==> src/rtl/slf_pkg.sv <==
// Shared types for the invertible scan chain fault locator.
package slf_pkg;

    // Controller sequence: idle, shift-in, in-place invert, unload, report.
    typedef enum logic [2:0] {
        ST_IDLE   = 3'd0,
        ST_LOAD   = 3'd1,
        ST_FLIP   = 3'd2,
        ST_UNLOAD = 3'd3,
        ST_REPORT = 3'd4
    } slf_state_e;

endpackage

==> src/rtl/slf_cell.sv <==
// One scan cell. It chooses between functional data and the previous
// cell's output under scan_en, and complements its own stored value
// when flip is high (flip wins over scan_en).
// Assumes: force_en is only used by a test environment. It replaces the
// cell's visible output, never the stored value.
module slf_cell (
    input  logic clk,
    input  logic rst_n,
    input  logic scan_en,
    input  logic flip,
    input  logic si,
    input  logic fd,
    input  logic force_en,
    input  logic force_val,
    output logic so
);

    logic q;

    // Storage: invert in place, shift, or capture functional data.
    always_ff @(posedge clk) begin
        if (!rst_n) begin
            q <= 1'b0;
        end else if (flip) begin
            q <= ~q;
        end else if (scan_en) begin
            q <= si;
        end else begin
            q <= fd;
        end
    end

    // Visible output, replaced by the injected constant when forced.
    always_comb begin
        so = force_en ? force_val : q;
    end

endmodule

==> src/rtl/slf_chain.sv <==
// Chain of CHAIN_LEN invertible scan cells. Cell 0 takes scan_in and
// cell CHAIN_LEN-1 drives scan_out.
// Assumes: at most one cell is forced, the one selected by inj_sel.
module slf_chain #(
    parameter int CHAIN_LEN = 16,
    parameter int IDX_W     = 4
) (
    input  logic                 clk,
    input  logic                 rst_n,
    input  logic                 scan_en,
    input  logic                 flip,
    input  logic                 scan_in,
    input  logic [CHAIN_LEN-1:0] func_data,
    input  logic                 inj_en,
    input  logic [IDX_W-1:0]     inj_sel,
    input  logic                 inj_val,
    output logic                 scan_out
);

    logic [CHAIN_LEN:0] link;

    // Head of the chain.
    always_comb begin
        link[0] = scan_in;
    end

    for (genvar i = 0; i < CHAIN_LEN; i++) begin : g_cell
        logic hit;

        // Decode whether this cell is the injection target.
        always_comb begin
            hit = inj_en && (inj_sel == IDX_W'(i));
        end

        slf_cell u_cell (
            .clk       (clk),
            .rst_n     (rst_n),
            .scan_en   (scan_en),
            .flip      (flip),
            .si        (link[i]),
            .fd        (func_data[i]),
            .force_en  (hit),
            .force_val (inj_val),
            .so        (link[i+1])
        );
    end

    // Tail of the chain.
    always_comb begin
        scan_out = link[CHAIN_LEN];
    end

endmodule

==> src/rtl/slf_ctrl.sv <==
// Diagnosis sequencer. It shifts CHAIN_LEN fill bits in, inverts for one
// cycle, then takes CHAIN_LEN+1 unload samples and spends one report cycle.
// Assumes: start is ignored outside the idle state. mode is latched when
// start is accepted.
module slf_ctrl #(
    parameter int CHAIN_LEN = 16,
    parameter int CNT_W     = 5
) (
    input  logic             clk,
    input  logic             rst_n,
    input  logic             start,
    input  logic             mode,
    output logic             busy,
    output logic             scan_en,
    output logic             flip,
    output logic             fill,
    output logic             sample_en,
    output logic [CNT_W-1:0] sample_idx,
    output logic             report,
    output logic             mode_q
);

    import slf_pkg::*;

    localparam logic [CNT_W-1:0] LOAD_LAST   = CNT_W'(CHAIN_LEN - 1);
    localparam logic [CNT_W-1:0] UNLOAD_LAST = CNT_W'(CHAIN_LEN);

    slf_state_e       state;
    logic [CNT_W-1:0] cnt;

    // Sequence state, step counter and latched polarity.
    always_ff @(posedge clk) begin
        if (!rst_n) begin
            state  <= ST_IDLE;
            cnt    <= '0;
            mode_q <= 1'b0;
        end else begin
            case (state)
                ST_IDLE: begin
                    if (start) begin
                        state  <= ST_LOAD;
                        cnt    <= '0;
                        mode_q <= mode;
                    end
                end
                ST_LOAD: begin
                    if (cnt == LOAD_LAST) begin
                        state <= ST_FLIP;
                        cnt   <= '0;
                    end else begin
                        cnt <= cnt + 1'b1;
                    end
                end
                ST_FLIP: begin
                    state <= ST_UNLOAD;
                    cnt   <= '0;
                end
                ST_UNLOAD: begin
                    if (cnt == UNLOAD_LAST) begin
                        state <= ST_REPORT;
                        cnt   <= '0;
                    end else begin
                        cnt <= cnt + 1'b1;
                    end
                end
                ST_REPORT: begin
                    state <= ST_IDLE;
                end
                default: begin
                    state <= ST_IDLE;
                    cnt   <= '0;
                end
            endcase
        end
    end

    // Chain controls and sampling strobes decoded from the state.
    always_comb begin
        busy       = (state != ST_IDLE);
        scan_en    = (state == ST_LOAD) || (state == ST_UNLOAD);
        flip       = (state == ST_FLIP);
        fill       = ~mode_q;
        sample_en  = (state == ST_UNLOAD);
        sample_idx = cnt;
        report     = (state == ST_REPORT);
    end

endmodule

==> src/rtl/slf_decode.sv <==
// Stream analyser. Sample 0 is the first bit unloaded. After folding by
// polarity, a single stuck cell at index k shows as (CHAIN_LEN-1-k) ones
// followed only by zeros. Any other shape is reported as no fault.
// Assumes: the stream holds CHAIN_LEN+1 samples, the last one taken after
// the chain has been emptied.
module slf_decode #(
    parameter int CHAIN_LEN = 16,
    parameter int IDX_W     = 4
) (
    input  logic [CHAIN_LEN:0] stream,
    input  logic               mode,
    output logic               found,
    output logic [IDX_W-1:0]   index
);

    logic [CHAIN_LEN:0] norm;
    logic               seen_zero;
    logic               bad;
    int                 ones;

    // Fold the stream so that both polarities share one pattern.
    always_comb begin
        norm = mode ? ~stream : stream;
    end

    // Count the leading run and reject any one that follows a zero.
    always_comb begin
        seen_zero = 1'b0;
        bad       = 1'b0;
        ones      = 0;
        for (int j = 0; j <= CHAIN_LEN; j++) begin
            if (!norm[j]) begin
                seen_zero = 1'b1;
            end else if (seen_zero) begin
                bad = 1'b1;
            end else begin
                ones = ones + 1;
            end
        end
        found = !bad && (ones < CHAIN_LEN);
        index = found ? IDX_W'(CHAIN_LEN - 1 - ones) : '0;
    end

endmodule

==> src/rtl/scan_fault_locator.sv <==
// Top level: invertible scan chain plus the shift-invert-unload locator.
// It records the unloaded stream, decodes it and holds the report until
// the next run completes.
// Assumes: CHAIN_LEN >= 2. inj_* are driven only by a test environment.
module scan_fault_locator #(
    parameter int  CHAIN_LEN = 16,
    localparam int IDX_W     = (CHAIN_LEN > 1) ? $clog2(CHAIN_LEN) : 1,
    localparam int CNT_W     = $clog2(CHAIN_LEN + 1)
) (
    input  logic                 clk,
    input  logic                 rst_n,
    input  logic                 start,
    input  logic                 mode,
    input  logic [CHAIN_LEN-1:0] func_data,
    input  logic                 inj_en,
    input  logic [IDX_W-1:0]     inj_sel,
    input  logic                 inj_val,
    output logic                 scan_out,
    output logic                 busy,
    output logic                 done,
    output logic                 fault_found,
    output logic [IDX_W-1:0]     fault_index
);

    logic               scan_en_w;
    logic               flip_w;
    logic               fill_w;
    logic               sample_en_w;
    logic [CNT_W-1:0]   sample_idx_w;
    logic               report_w;
    logic               mode_q_w;
    logic [CHAIN_LEN:0] capture_q;
    logic               dec_found;
    logic [IDX_W-1:0]   dec_index;
    logic               found_q;
    logic [IDX_W-1:0]   index_q;
    logic               done_q;

    slf_ctrl #(
        .CHAIN_LEN (CHAIN_LEN),
        .CNT_W     (CNT_W)
    ) u_ctrl (
        .clk        (clk),
        .rst_n      (rst_n),
        .start      (start),
        .mode       (mode),
        .busy       (busy),
        .scan_en    (scan_en_w),
        .flip       (flip_w),
        .fill       (fill_w),
        .sample_en  (sample_en_w),
        .sample_idx (sample_idx_w),
        .report     (report_w),
        .mode_q     (mode_q_w)
    );

    slf_chain #(
        .CHAIN_LEN (CHAIN_LEN),
        .IDX_W     (IDX_W)
    ) u_chain (
        .clk       (clk),
        .rst_n     (rst_n),
        .scan_en   (scan_en_w),
        .flip      (flip_w),
        .scan_in   (fill_w),
        .func_data (func_data),
        .inj_en    (inj_en),
        .inj_sel   (inj_sel),
        .inj_val   (inj_val),
        .scan_out  (scan_out)
    );

    // Record each unload sample at its position in the stream.
    always_ff @(posedge clk) begin
        if (!rst_n) begin
            capture_q <= '0;
        end else if (sample_en_w) begin
            capture_q[sample_idx_w] <= scan_out;
        end
    end

    slf_decode #(
        .CHAIN_LEN (CHAIN_LEN),
        .IDX_W     (IDX_W)
    ) u_decode (
        .stream (capture_q),
        .mode   (mode_q_w),
        .found  (dec_found),
        .index  (dec_index)
    );

    // Register the report and raise done for one cycle.
    always_ff @(posedge clk) begin
        if (!rst_n) begin
            found_q <= 1'b0;
            index_q <= '0;
            done_q  <= 1'b0;
        end else begin
            done_q <= report_w;
            if (report_w) begin
                found_q <= dec_found;
                index_q <= dec_index;
            end
        end
    end

    // Drive the report outputs.
    always_comb begin
        done        = done_q;
        fault_found = found_q;
        fault_index = index_q;
    end

endmodule

==> config.mk <==
export PLATFORM = sky130hd
export DESIGN_NAME = scan_fault_locator
export DESIGN_NICKNAME = d
export VERILOG_FILES = /design/src/rtl/slf_pkg.sv /design/src/rtl/slf_cell.sv /design/src/rtl/slf_chain.sv /design/src/rtl/slf_ctrl.sv /design/src/rtl/slf_decode.sv /design/src/rtl/scan_fault_locator.sv
export SDC_FILE = /design/constraint.sdc
export NUM_CORES = 1
export LEC_CHECK = 0
export BUFFER_PORTS_ARGS = -buffer_cell sky130_fd_sc_hd__buf_2
export CAP_MARGIN = 20
export CORE_ASPECT_RATIO = 0.75
export CORE_UTILIZATION = 56
export DETAILED_ROUTE_END_ITERATION = 8
export PLACE_DENSITY = 0.75
export SLEW_MARGIN = 5
export SYNTH_ARGS = -nofsm -noshare
export SYNTH_HDL_FRONTEND = slang
export SYNTH_SLANG_ARGS = --single-unit
==> constraint.sdc <==
create_clock -name clk -period 10.5 [get_ports clk]
set_clock_uncertainty 0.05 [all_clocks]
set_input_delay 2.1 -clock clk [delete_from_list [all_inputs] [get_ports clk]]
set_output_delay 2.1 -clock clk [all_outputs]
set_load 0.005 [all_outputs]
==> summary.txt <==
Status
  • Status: finished clean

Timing
  • Fmax: between 0.1 and 0.15 GHz
  • Final Max Tran Viols: 0
  • Min Hold Slack: 413 ps
  • Fin crit period: 9970 ps
  • Setup-failing EPs final: 0
  • Setup tns final: 0 ps
  • Worst-Margin Slew: 849 ps
  • Final period util: 94.9%
  • Final Hold Vio Count: 0
  • Rel. slew slack: a little over two fifths

Global routing
  • Vias in the first global route: 4,212
  • Met1 usage: 40.5%
  • Congestion Overflow GR: 0
  • Met2 track demand over resource: 45.0%
  • Antenna violations before repair: 0
  • Largest net degree at the start of global routing: 48
  • Most used routing layer in global routing: met2
  • GRT Total Usage: between 20 and 30%
  • First-pass GRT wire length: 20,000 um
  • GR Util met3: 3.97%

Setup path
  • Critical-path top delay cell: or3b_4
  • Crit-path most repeated cell: ha_4
  • Crit Path Class: reg -> reg
  • CP endpoint kind: flop
  • Crit-path max FO: 6
  • Crit start category: flop
  • Worst Path Required: 10,660 ps
  • Critical path arrival: 10,130 ps
  • Worst Reg-to-Reg Cells: 57
  • Critical Path Max Stage Delay: 440 ps

Worst hold path
  • Hold Path Depth: 2
  • Worst hold path class: reg -> reg

Floorplan
  • # IOs: 34
  • Initial Util: approximately three fifths
  • Die Width: 108 um
  • Die height: between 80 and 90 um
  • Die area: 8860 sq um
  • Num rows: 28
  • Core Region: 8060 sq um

Final layout
  • Area delta synth->final: 15.7%
  • N_diodes: 0
  • Finished Layout Cells: 765
  • Nets: 705
  • Layout cells sized above 1: 18.6%

Placement
  • Placer Congestion: 0.880
  • HPWL after DPL: just under 9000 um
  • DP Cell Count: 740
  • Port Buffers: 33

Yosys
  • Syn Area/Cell: 7.52 sq um
  • Yosys warns: 0
  • Post-synth EDFFs: 0
  • Most used DFF post-synth: dfxtp_1
  • Top post-synthesis cells by area: dfxtp_1 (20%), o21ai_0 (6.8%), ha_1 (5.3%)
  • Sequential fraction of the synthesis area: 20.2%
  • Yosys top cell area share: 20.2%
  • Most numerous cell in the Yosys netlist: o21ai_0
  • Cell Area, Synth: 4750 sq um
  • Syn_nets: 678
  • Asr flop ratio synth: 0%
  • Unique masters post-synth: 77
  • Synth area leader: dfxtp_1
  • Top cells by count, synth: o21ai_0 (65), nand2_1 (58), dfxtp_1 (48), nor2_1 (41), clkbuf_1 (30)
  • Mapped Cells: 632
  • FF+latch count, synth: 48

Power
  • Peak VDD IR: ~0.084 mV
  • Leak: ~2.1 nW
  • PD cells: 94.8 nW/um^2

Clock network
  • Clk root buf: clkbuf_16
  • Clock Path Buffers: 2
  • # hold bufs at CTS: 0
  • H-tree depth: 2
  • Worst-path clk slew: 70 ps
  • TritonCTS clock tree: yes
  • Total CTS buffers: 5
  • CTS sink cnt: 48
  • Worst skew pair latency: slightly below 300 ps

Route
  • Via count: ~4,800
  • Post-detailed-route wirelength per cell: about 16 um
  • First-pass DRT Iterations: 5
  • Initial drt markers: 341
  • Post-route ant nets: 0
  • Detail-routed via count per cell: 6.33
  • DRC violations left: 0
  • Total Wirelength: 12,300 um

Flow run
  • Max-cap violations: 0
==> registers in the layout (all words and copies together), names as in the netlist <==
register,count
done,1
capture_q,17
fault_index,4
u_ctrl.mode_q,1
u_chain.g_cell.u_cell.q,16
u_ctrl.state,3
fault_found,1
u_ctrl.sample_idx,5
==> cells in the final DEF (no fill, tap or decap), types with 8 or more instances in the layout <==
cell type / instances
o21ai_1: 9
dfxtp_1: 45
nand2_1: 53
ha_1: 12
mux2i_1: 15
nor3_1: 14
a21oi_1: 25
o311ai_0: 8
o21ai_0: 57
buf_4: 23
o21bai_1: 12
buf_2: 33
o311a_1: 16
nand3_1: 23
or3_1: 9
nor2_1: 40
nand2b_1: 8
nor2b_1: 9
inv_1: 21
and2_1: 21
xnor2_1: 20
o211ai_1: 22
==> report_power, final <==
part	leakage, nW	internal [mW]	switching, mW	total [mW]
registers	0.393	0.188	0.00391	0.192
clock network	0.0944	0.137	0.0720	0.209
logic	1.61	0.0534	0.0662	0.120
total	2.09	0.379	0.142	0.521
==> final cells by class <==
cell class              count  area [sq um]
clock buffers               5           125
clock inverters             3          68.8
fillers                   676          2560
inverters                  25          93.8
multi-input cells         522          3760
flip-flops and latches     48           967
well taps                 105           131
repair buffers             57           349
==> worst paths after layout <==
check	start	to	slack, ps
max	capture_q[1]	fault_index[3]	530
min	fault_found	fault_found	410
max reg2reg	capture_q[1]	fault_index[3]	530
min reg2reg	fault_found	fault_found	410
==> worst max-delay path, delay by kind of cell, from the launching register on <==
family | cells | cell delay [ps]
AO/OA/AOI/OAI | 19 | 2530
multiplexers | 7 | 1450
buffers and inverters | 5 | 420
adder cells (fa/ha/maj) | 14 | 3590
AND/OR/NAND/NOR | 12 | 1470
flip-flops | 1 | 360
==> metal layers <==
layer	routed length, um	share of wire [%]
met1	5890	48
met3	694	5.7
met2	5530	45
met4	133	1.1
met5	0	0
==> stage by stage <==
stage                     setup WS [ps]  total power, mW  util (%)  instance area (sq um)
after global routing               -121            0.544      68.2                   5500
after floorplan                    15.2            0.271         -                   4810
after global placement              167            0.290      62.0                   4990
after CTS                          5.55            0.504      64.8                   5220
after detailed placement           -327            0.292      62.0                   4990
final                               531            0.521      68.2                   5500
==> logic make-up (layout without fill, tap and decap cells) <==
logic type | count (synthesis) | after routing | share of synthesized area (%)
simple gates | 233 | 233 | 26.3
compound gates | 215 | 215 | 31.5
buf+inv | 62 | 90 | 5.11
flops | 48 | 48 | 20.2
xor+xnor | 30 | 30 | 6.32
fa+ha+maj | 22 | 22 | 5.69
mux | 22 | 22 | 4.84
==> timing repair <==
action                     4_1_cts  5_1_grt
setup buffers                    3       14
hold endpoints to repair         0        0
pin swaps                        3       31
setup endpoints to repair        5        5
resized for setup                2       39
(Power assumes the default switching activity.)
